`config.mk`:
```
export PLATFORM = sky130hd
export DESIGN_NAME = imod_timer
export DESIGN_NICKNAME = d
export VERILOG_FILES = /design/src/rtl/imod_pkg.sv /design/src/rtl/imod_regs.sv /design/src/rtl/imod_tick_gen.sv /design/src/rtl/imod_counter.sv /design/src/rtl/imod_timer.sv
export SDC_FILE = /design/constraint.sdc
export NUM_CORES = 1
export LEC_CHECK = 0
export ABC_CLOCK_PERIOD_IN_PS = 5100
export BUFFER_PORTS_ARGS = -buffer_cell sky130_fd_sc_hd__buf_2
export CORE_MARGIN = 5
export CORE_UTILIZATION = 61
export DETAILED_ROUTE_END_ITERATION = 7
export HOLD_SLACK_MARGIN = 0.12
export PLACE_DENSITY_LB_ADDON = 0.2
export SKIP_LAST_GASP = 1
export SLEW_MARGIN = 10
export SYNTH_ARGS = -nofsm -noshare
export SYNTH_HDL_FRONTEND = slang
export SYNTH_SLANG_ARGS = --single-unit
```
`constraint.sdc`:
```
create_clock -name clk_i -period 5.1 [get_ports clk_i]
set_input_delay 0.51 -clock clk_i [delete_from_list [all_inputs] [get_ports clk_i]]
set_output_delay 0.51 -clock clk_i [all_outputs]
set_load 0.05 [all_outputs]
```
`src/rtl/imod_pkg.sv`:
```
`timescale 1ns/1ps
package imod_pkg;
  localparam int DATA_W = 32;
  localparam int ADDR_W = 2;

  localparam logic [ADDR_W-1:0] A_THR = 2'd0;
  localparam logic [ADDR_W-1:0] A_CNT = 2'd1;
  localparam logic [ADDR_W-1:0] A_CTL = 2'd2;

  localparam int B_EN  = 0;
  localparam int B_EXT = 1;
  localparam int B_REP = 2;
  localparam int B_CLR = 3;
  localparam int B_HIT = 4;

  typedef struct packed {
    logic en;
    logic ext;
    logic rep;
  } ctl_t;
endpackage

```
`src/rtl/imod_regs.sv`:
```
`timescale 1ns/1ps
module imod_regs
  import imod_pkg::*;
#(
  parameter int CNT_W    = 23,
  parameter int TRSH_MAX = 5000000,
  parameter int RST_TRSH = 300
) (
  input  logic              clk_i,
  input  logic              rst_i,
  input  logic              wr_en_i,
  input  logic [ADDR_W-1:0] addr_i,
  input  logic [DATA_W-1:0] wdata_i,
  input  logic [CNT_W-1:0]  count_i,
  input  logic              hit_i,
  output logic [CNT_W-1:0]  thr_o,
  output ctl_t              ctl_o,
  output logic              clr_o,
  output logic [DATA_W-1:0] rdata_o
);
  localparam logic [DATA_W-1:0] MAX_W = DATA_W'(TRSH_MAX);
  localparam logic [DATA_W-1:0] RST_W = DATA_W'(RST_TRSH);
  localparam int PAD = DATA_W - CNT_W;

  logic              thr_wr, ctl_wr;
  logic [DATA_W-1:0] thr_lim;
  logic [DATA_W-1:0] rd_mux;

  assign thr_wr  = wr_en_i && (addr_i == A_THR);
  assign ctl_wr  = wr_en_i && (addr_i == A_CTL);
  assign clr_o   = ctl_wr && wdata_i[B_CLR];
  assign thr_lim = (wdata_i > MAX_W) ? MAX_W : wdata_i;

  always_ff @(posedge clk_i) begin
    if (rst_i) begin
      thr_o <= RST_W[CNT_W-1:0];
      ctl_o <= '0;
    end else begin
      if (thr_wr) thr_o <= thr_lim[CNT_W-1:0];
      if (ctl_wr) begin
        ctl_o.en  <= wdata_i[B_EN];
        ctl_o.ext <= wdata_i[B_EXT];
        ctl_o.rep <= wdata_i[B_REP];
      end
    end
  end

  always_comb begin
    rd_mux = '0;
    case (addr_i)
      A_THR: rd_mux = {{PAD{1'b0}}, thr_o};
      A_CNT: rd_mux = {{PAD{1'b0}}, count_i};
      A_CTL: begin
        rd_mux[B_EN]  = ctl_o.en;
        rd_mux[B_EXT] = ctl_o.ext;
        rd_mux[B_REP] = ctl_o.rep;
        rd_mux[B_HIT] = hit_i;
      end
      default: rd_mux = '0;
    endcase
  end

  always_ff @(posedge clk_i) begin
    if (rst_i) rdata_o <= '0;
    else       rdata_o <= rd_mux;
  end
endmodule

```
`src/rtl/imod_tick_gen.sv`:
```
`timescale 1ns/1ps
module imod_tick_gen #(
  parameter int DIV = 100
) (
  input  logic clk_i,
  input  logic rst_i,
  input  logic en_i,
  input  logic ext_sel_i,
  input  logic clr_i,
  input  logic ext_tick_i,
  output logic tick_o
);
  logic int_tick;

  generate
    if (DIV > 1) begin : g_div
      localparam int PW = $clog2(DIV);
      localparam logic [PW-1:0] LAST = PW'(DIV - 1);
      logic [PW-1:0] pre_q;

      always_ff @(posedge clk_i) begin
        if (rst_i || !en_i || ext_sel_i || clr_i) pre_q <= '0;
        else if (pre_q == LAST)                   pre_q <= '0;
        else                                      pre_q <= pre_q + 1'b1;
      end
      assign int_tick = (pre_q == LAST);
    end else begin : g_nodiv
      assign int_tick = 1'b1;
    end
  endgenerate

  always_ff @(posedge clk_i) begin
    if (rst_i) tick_o <= 1'b0;
    else       tick_o <= en_i && !clr_i && (ext_sel_i ? ext_tick_i : int_tick);
  end
endmodule

```
`src/rtl/imod_counter.sv`:
```
`timescale 1ns/1ps
module imod_counter #(
  parameter int CNT_W = 23
) (
  input  logic             clk_i,
  input  logic             rst_i,
  input  logic             en_i,
  input  logic             rep_i,
  input  logic             clr_i,
  input  logic             tick_i,
  input  logic [CNT_W-1:0] thr_i,
  output logic [CNT_W-1:0] count_o,
  output logic             hit_o,
  output logic             evt_o
);
  logic [CNT_W:0] nxt;
  logic           adv, reach;

  assign nxt   = {1'b0, count_o} + 1'b1;
  assign adv   = en_i && tick_i && !(hit_o && !rep_i);
  assign reach = (nxt >= {1'b0, thr_i});

  always_ff @(posedge clk_i) begin
    if (rst_i) begin
      count_o <= '0;
      hit_o   <= 1'b0;
      evt_o   <= 1'b0;
    end else begin
      evt_o <= 1'b0;
      if (clr_i) begin
        count_o <= '0;
        hit_o   <= 1'b0;
      end else if (adv) begin
        if (reach) begin
          hit_o   <= 1'b1;
          evt_o   <= 1'b1;
          count_o <= rep_i ? '0 : thr_i;
        end else begin
          count_o <= nxt[CNT_W-1:0];
        end
      end
    end
  end
endmodule

```
`src/rtl/imod_timer.sv`:
```
`timescale 1ns/1ps
module imod_timer
  import imod_pkg::*;
#(
  parameter int DIV      = 100,
  parameter int CNT_W    = 23,
  parameter int TRSH_MAX = 5000000,
  parameter int RST_TRSH = 300
) (
  input  logic              clk_i,
  input  logic              rst_i,
  input  logic              wr_en_i,
  input  logic [1:0]        addr_i,
  input  logic [31:0]       wdata_i,
  input  logic              ext_tick_i,
  output logic [31:0]       rdata_o,
  output logic              evt_o
);
  logic [CNT_W-1:0] thr;
  logic [CNT_W-1:0] count;
  ctl_t             ctl;
  logic             clr_pulse;
  logic             hit;
  logic             tick;

  imod_regs #(.CNT_W(CNT_W), .TRSH_MAX(TRSH_MAX), .RST_TRSH(RST_TRSH)) u_regs (
    .clk_i   (clk_i),
    .rst_i   (rst_i),
    .wr_en_i (wr_en_i),
    .addr_i  (addr_i),
    .wdata_i (wdata_i),
    .count_i (count),
    .hit_i   (hit),
    .thr_o   (thr),
    .ctl_o   (ctl),
    .clr_o   (clr_pulse),
    .rdata_o (rdata_o)
  );

  imod_tick_gen #(.DIV(DIV)) u_tick (
    .clk_i      (clk_i),
    .rst_i      (rst_i),
    .en_i       (ctl.en),
    .ext_sel_i  (ctl.ext),
    .clr_i      (clr_pulse),
    .ext_tick_i (ext_tick_i),
    .tick_o     (tick)
  );

  imod_counter #(.CNT_W(CNT_W)) u_cnt (
    .clk_i   (clk_i),
    .rst_i   (rst_i),
    .en_i    (ctl.en),
    .rep_i   (ctl.rep),
    .clr_i   (clr_pulse),
    .tick_i  (tick),
    .thr_i   (thr),
    .count_o (count),
    .hit_o   (hit),
    .evt_o   (evt_o)
  );
endmodule

```
==> qor.yml <==
grt.overflow.total: 0
switching_share: 0.2850
synth-main-ff-cell: "dfxtp_1"
reg2reg_to: "u_cnt.count_o[17]$_SDFFE_PP0P_"
ff2ff_path_depth: 14
num_rows: 31
clk_pin_slew_ps: 90
rsz0062_at_grt: "no"
netlist_top_cells_area: "dfxtp_1 36%, ha_1 6.9%, mux2i_1 6.2%"
p_int_mw: 0.8827
syn-cell-area_um2: 4509
fin_crit_sh: 0.8582
crit_top_cell: "ha_1"
drtPass1Iterations: 5
max-vdd-ir-drop_uv: 175.4
synth_area_leader_cell: "dfxtp_1"
timing.rr.start: "u_cnt.count_o[0]$_SDFFE_PP0P_"
layout-drive-gt1-share: 0.1525
grt_pass1_vias: 3980
fmax_ghz: 0.2285
cts_tree: "yes"
hold_start: "wdata_i[5]"
ctsResizeCount: 0
start_util: 0.6250
totalWireLength_mm: 11.92
synth.yosys.seq_area_share: 0.3640
p_comb_frac: 0.090
dieArea_um2: 9212
worstPathArrival_ps: 4690
h-tree-depth: 3
nNetsFinal: 635
p_seq_frac: 0.531
ant_nets: 0
grt_max_degree: 29
status: "finished clean"
synth_most_common_cell: "dfxtp_1"
max_slew_margin: 0.4379
dp_slack_ps: 875.9
whs_ps: 375.0
gp_congestion: 0.9124
yosysTopAreaCellShare: 0.3640
critPathMaxFanout: 10
ctsLongestPathBuffers: 2
groute.usage.overall: 0.2726
cts.sinks: 82
ys_types: 65
die_x_um: 95.98
worstSetupStartpointType: "register"
hpwl_mm: 8.810
hold_depth: 2
vias: 4100
synth_edf_count: 0
wl_per_cell_um: 17.64
path_cells: "ha_1 -> nand4_1 -> nor4_1 -> and4_1 -> xor2_1 -> ha_1 -> nand3_1 -> or3_1 -> a2111o_1 -> o22ai_2 -> buf_4 -> o21ai_1 -> nor2_2 -> a221o_1"
setup_tns_ps: 0
synth_area_per_cell_um2: 8.589
maxCapViolations: 0
n_antenna_cell: 0
maxSlewViolCount: 0
drtIter0Drc: 302
via_per_inst: 6.065
cp.required_ps: 5410
hold_violations: 0
core_area_um2: 7214
post_cts_buffers: 0
io_pins: 71
cts_root_buffer: "clkbuf_8"
whs_endpoint: "u_regs.thr_o[5]$_SDFFE_PP1P_"
portBuffers: 61
slowest_delay_ps: 480
die_y_um: 95.98
crit_slowest_cell: "nor4_1"
p_leak_nw: 2.162
ys_warn_count: 0
finalPower_mw: 1.234
postSynth.asyncResetShare: 0
antenna_found_initial: 0
fin_skew_ps: 14.48
p_switching_mw: 0.3518
power_density_nw_per_um2: 247.2
cts_buffers: 9
setup_slack_ps: 723.3
worst_slew_pin_slew_ps: 840.1
hold_path_class: "input port to register"
synth_commonest_cells: "82 x dfxtp_1, 62 x nor2_1, 34 x inv_1, 30 x nand2_1, 29 x a21oi_1"
clockPowerShare: 0.379
crit_type: "register to register"
drc: 0
postSynthCellCount: 525
hold_buffers: 0
min_period_ps: 4377
r2r_setup_slack_ps: 720
synth.ff_latch_count: 82
syn_to_final_growth_pct: 10.77
setup_viol: 0
grt_pass1_wl_mm: 19.22
cp-end-kind: "register"
clock_latency_ps: 370
==> layer usage <==
metal | global-route usage | vias up | wire length [um]
met5 | 0 | - | 0
met4 | 0.09597 | 0 | 211
met3 | 0.07819 | 24 | 1083
met2 | 0.4388 | 206 | 5590
met1 | 0.3478 | 1900 | 5036
li1 | - | 1970 | -
==> worst max-delay path by stage <==
stage | startpoint | to | depth (start not counted) | slack (ps)
final | u_cnt.count_o[0]$_SDFFE_PP0P_ | u_cnt.count_o[17]$_SDFFE_PP0P_ | 14 | 720
after global routing | u_cnt.count_o[0]$_SDFFE_PP0P_ | u_cnt.count_o[17]$_SDFFE_PP0P_ | 14 | 510
after CTS | u_cnt.count_o[0]$_SDFFE_PP0P_ | u_cnt.count_o[17]$_SDFFE_PP0P_ | 14 | 860
after detailed placement | u_cnt.count_o[0]$_SDFFE_PP0P_ | u_cnt.count_o[14]$_SDFFE_PP0P_ | 14 | 880
after global placement | u_cnt.count_o[0]$_SDFFE_PP0P_ | u_cnt.count_o[11]$_SDFFE_PP0P_ | 14 | 1080
after floorplan | u_cnt.count_o[2]$_SDFFE_PP0P_ | u_cnt.count_o[14]$_SDFFE_PP0P_ | 16 | 1630
==> final cells by class <==
type,instances,area (um^2)
Fill cell,597,2220
Tap cell,99,123.9
Multi-Input combinational cell,379,2571
Sequential cell,82,1642
Clock buffer,10,137.6
Inverter,35,131.4
Clock inverter,6,53.80
Timing Repair Buffer,65,335.3
==> per-stage QoR <==
stage / cells / utilization / cell area, um^2
2_1_floorplan: 533 / - / 4539
3_3_place_gp: 660 / 0.6658 / 4803
3_5_place_dp: 660 / 0.6658 / 4803
4_1_cts: 676 / 0.6923 / 4995
5_1_grt: 676 / 0.6923 / 4995
6_report: 676 / 0.6923 / 4995
==> critical path, delay by kind of cell, from the launching register on <==
kind / cells / cell delay [ps]
buffers and inverters: 1 / 230
AND/OR/NAND/NOR: 6 / 1920
AO/OA/AOI/OAI: 4 / 1000
adder cells (fa/ha/maj): 2 / 620
flip-flops: 1 / 460
XOR/XNOR: 1 / 90
==> kinds of logic (layout without fill, tap and decap cells) <==
logic type | Yosys count | in the layout | synth area share
other cells | 1 | 9 | 0.0008316
buf+inv | 72 | 116 | 0.07242
fa+ha+maj | 25 | 25 | 0.06937
flops | 82 | 82 | 0.3640
mux | 28 | 28 | 0.06215
simple gates | 169 | 169 | 0.1884
xor+xnor | 24 | 24 | 0.04661
compound gates | 124 | 124 | 0.1962
==> cells in the final DEF (no fill, tap or decap), types with 5 or more instances in the layout <==
cell type | Yosys | routed
dfxtp_1 | 82 | 82
nor2_1 | 62 | 62
buf_2 | 5 | 61
inv_1 | 34 | 34
nand2_1 | 30 | 30
a21oi_1 | 29 | 29
mux2i_1 | 28 | 28
ha_1 | 25 | 25
o21ai_0 | 18 | 18
xnor2_1 | 16 | 16
nand3_1 | 14 | 14
nand4_1 | 11 | 11
a22o_1 | 11 | 11
a211oi_1 | 10 | 10
clkbuf_8 | 0 | 10
and3_1 | 9 | 9
conb_1 | 1 | 9
xor2_1 | 8 | 8
a221o_1 | 8 | 8
a221oi_1 | 7 | 7
or3_1 | 5 | 5
o22ai_1 | 5 | 5
==> registers in the layout, summed over array words and instances (netlist names) <==
name / count
u_regs.thr_o: 23
u_tick.g_div.pre_q: 7
u_cnt.evt_o: 1
u_cnt.hit_o: 1
u_cnt.count_o: 23
u_regs.ctl_o: 3
u_tick.tick_o: 1
u_regs.rdata_o: 23
==> power by group through the flow <==
stage,logic [mW],clock network [mW],registers [mW]
global placement,0.107,0,0.669
detailed placement,0.109,0,0.669
finish,0.111,0.468,0.655
global route,0.120,0.499,0.656
CTS,0.110,0.470,0.655
floorplan,0.0740,0,0.674
Note: power is estimated with default switching activity, not from simulation.
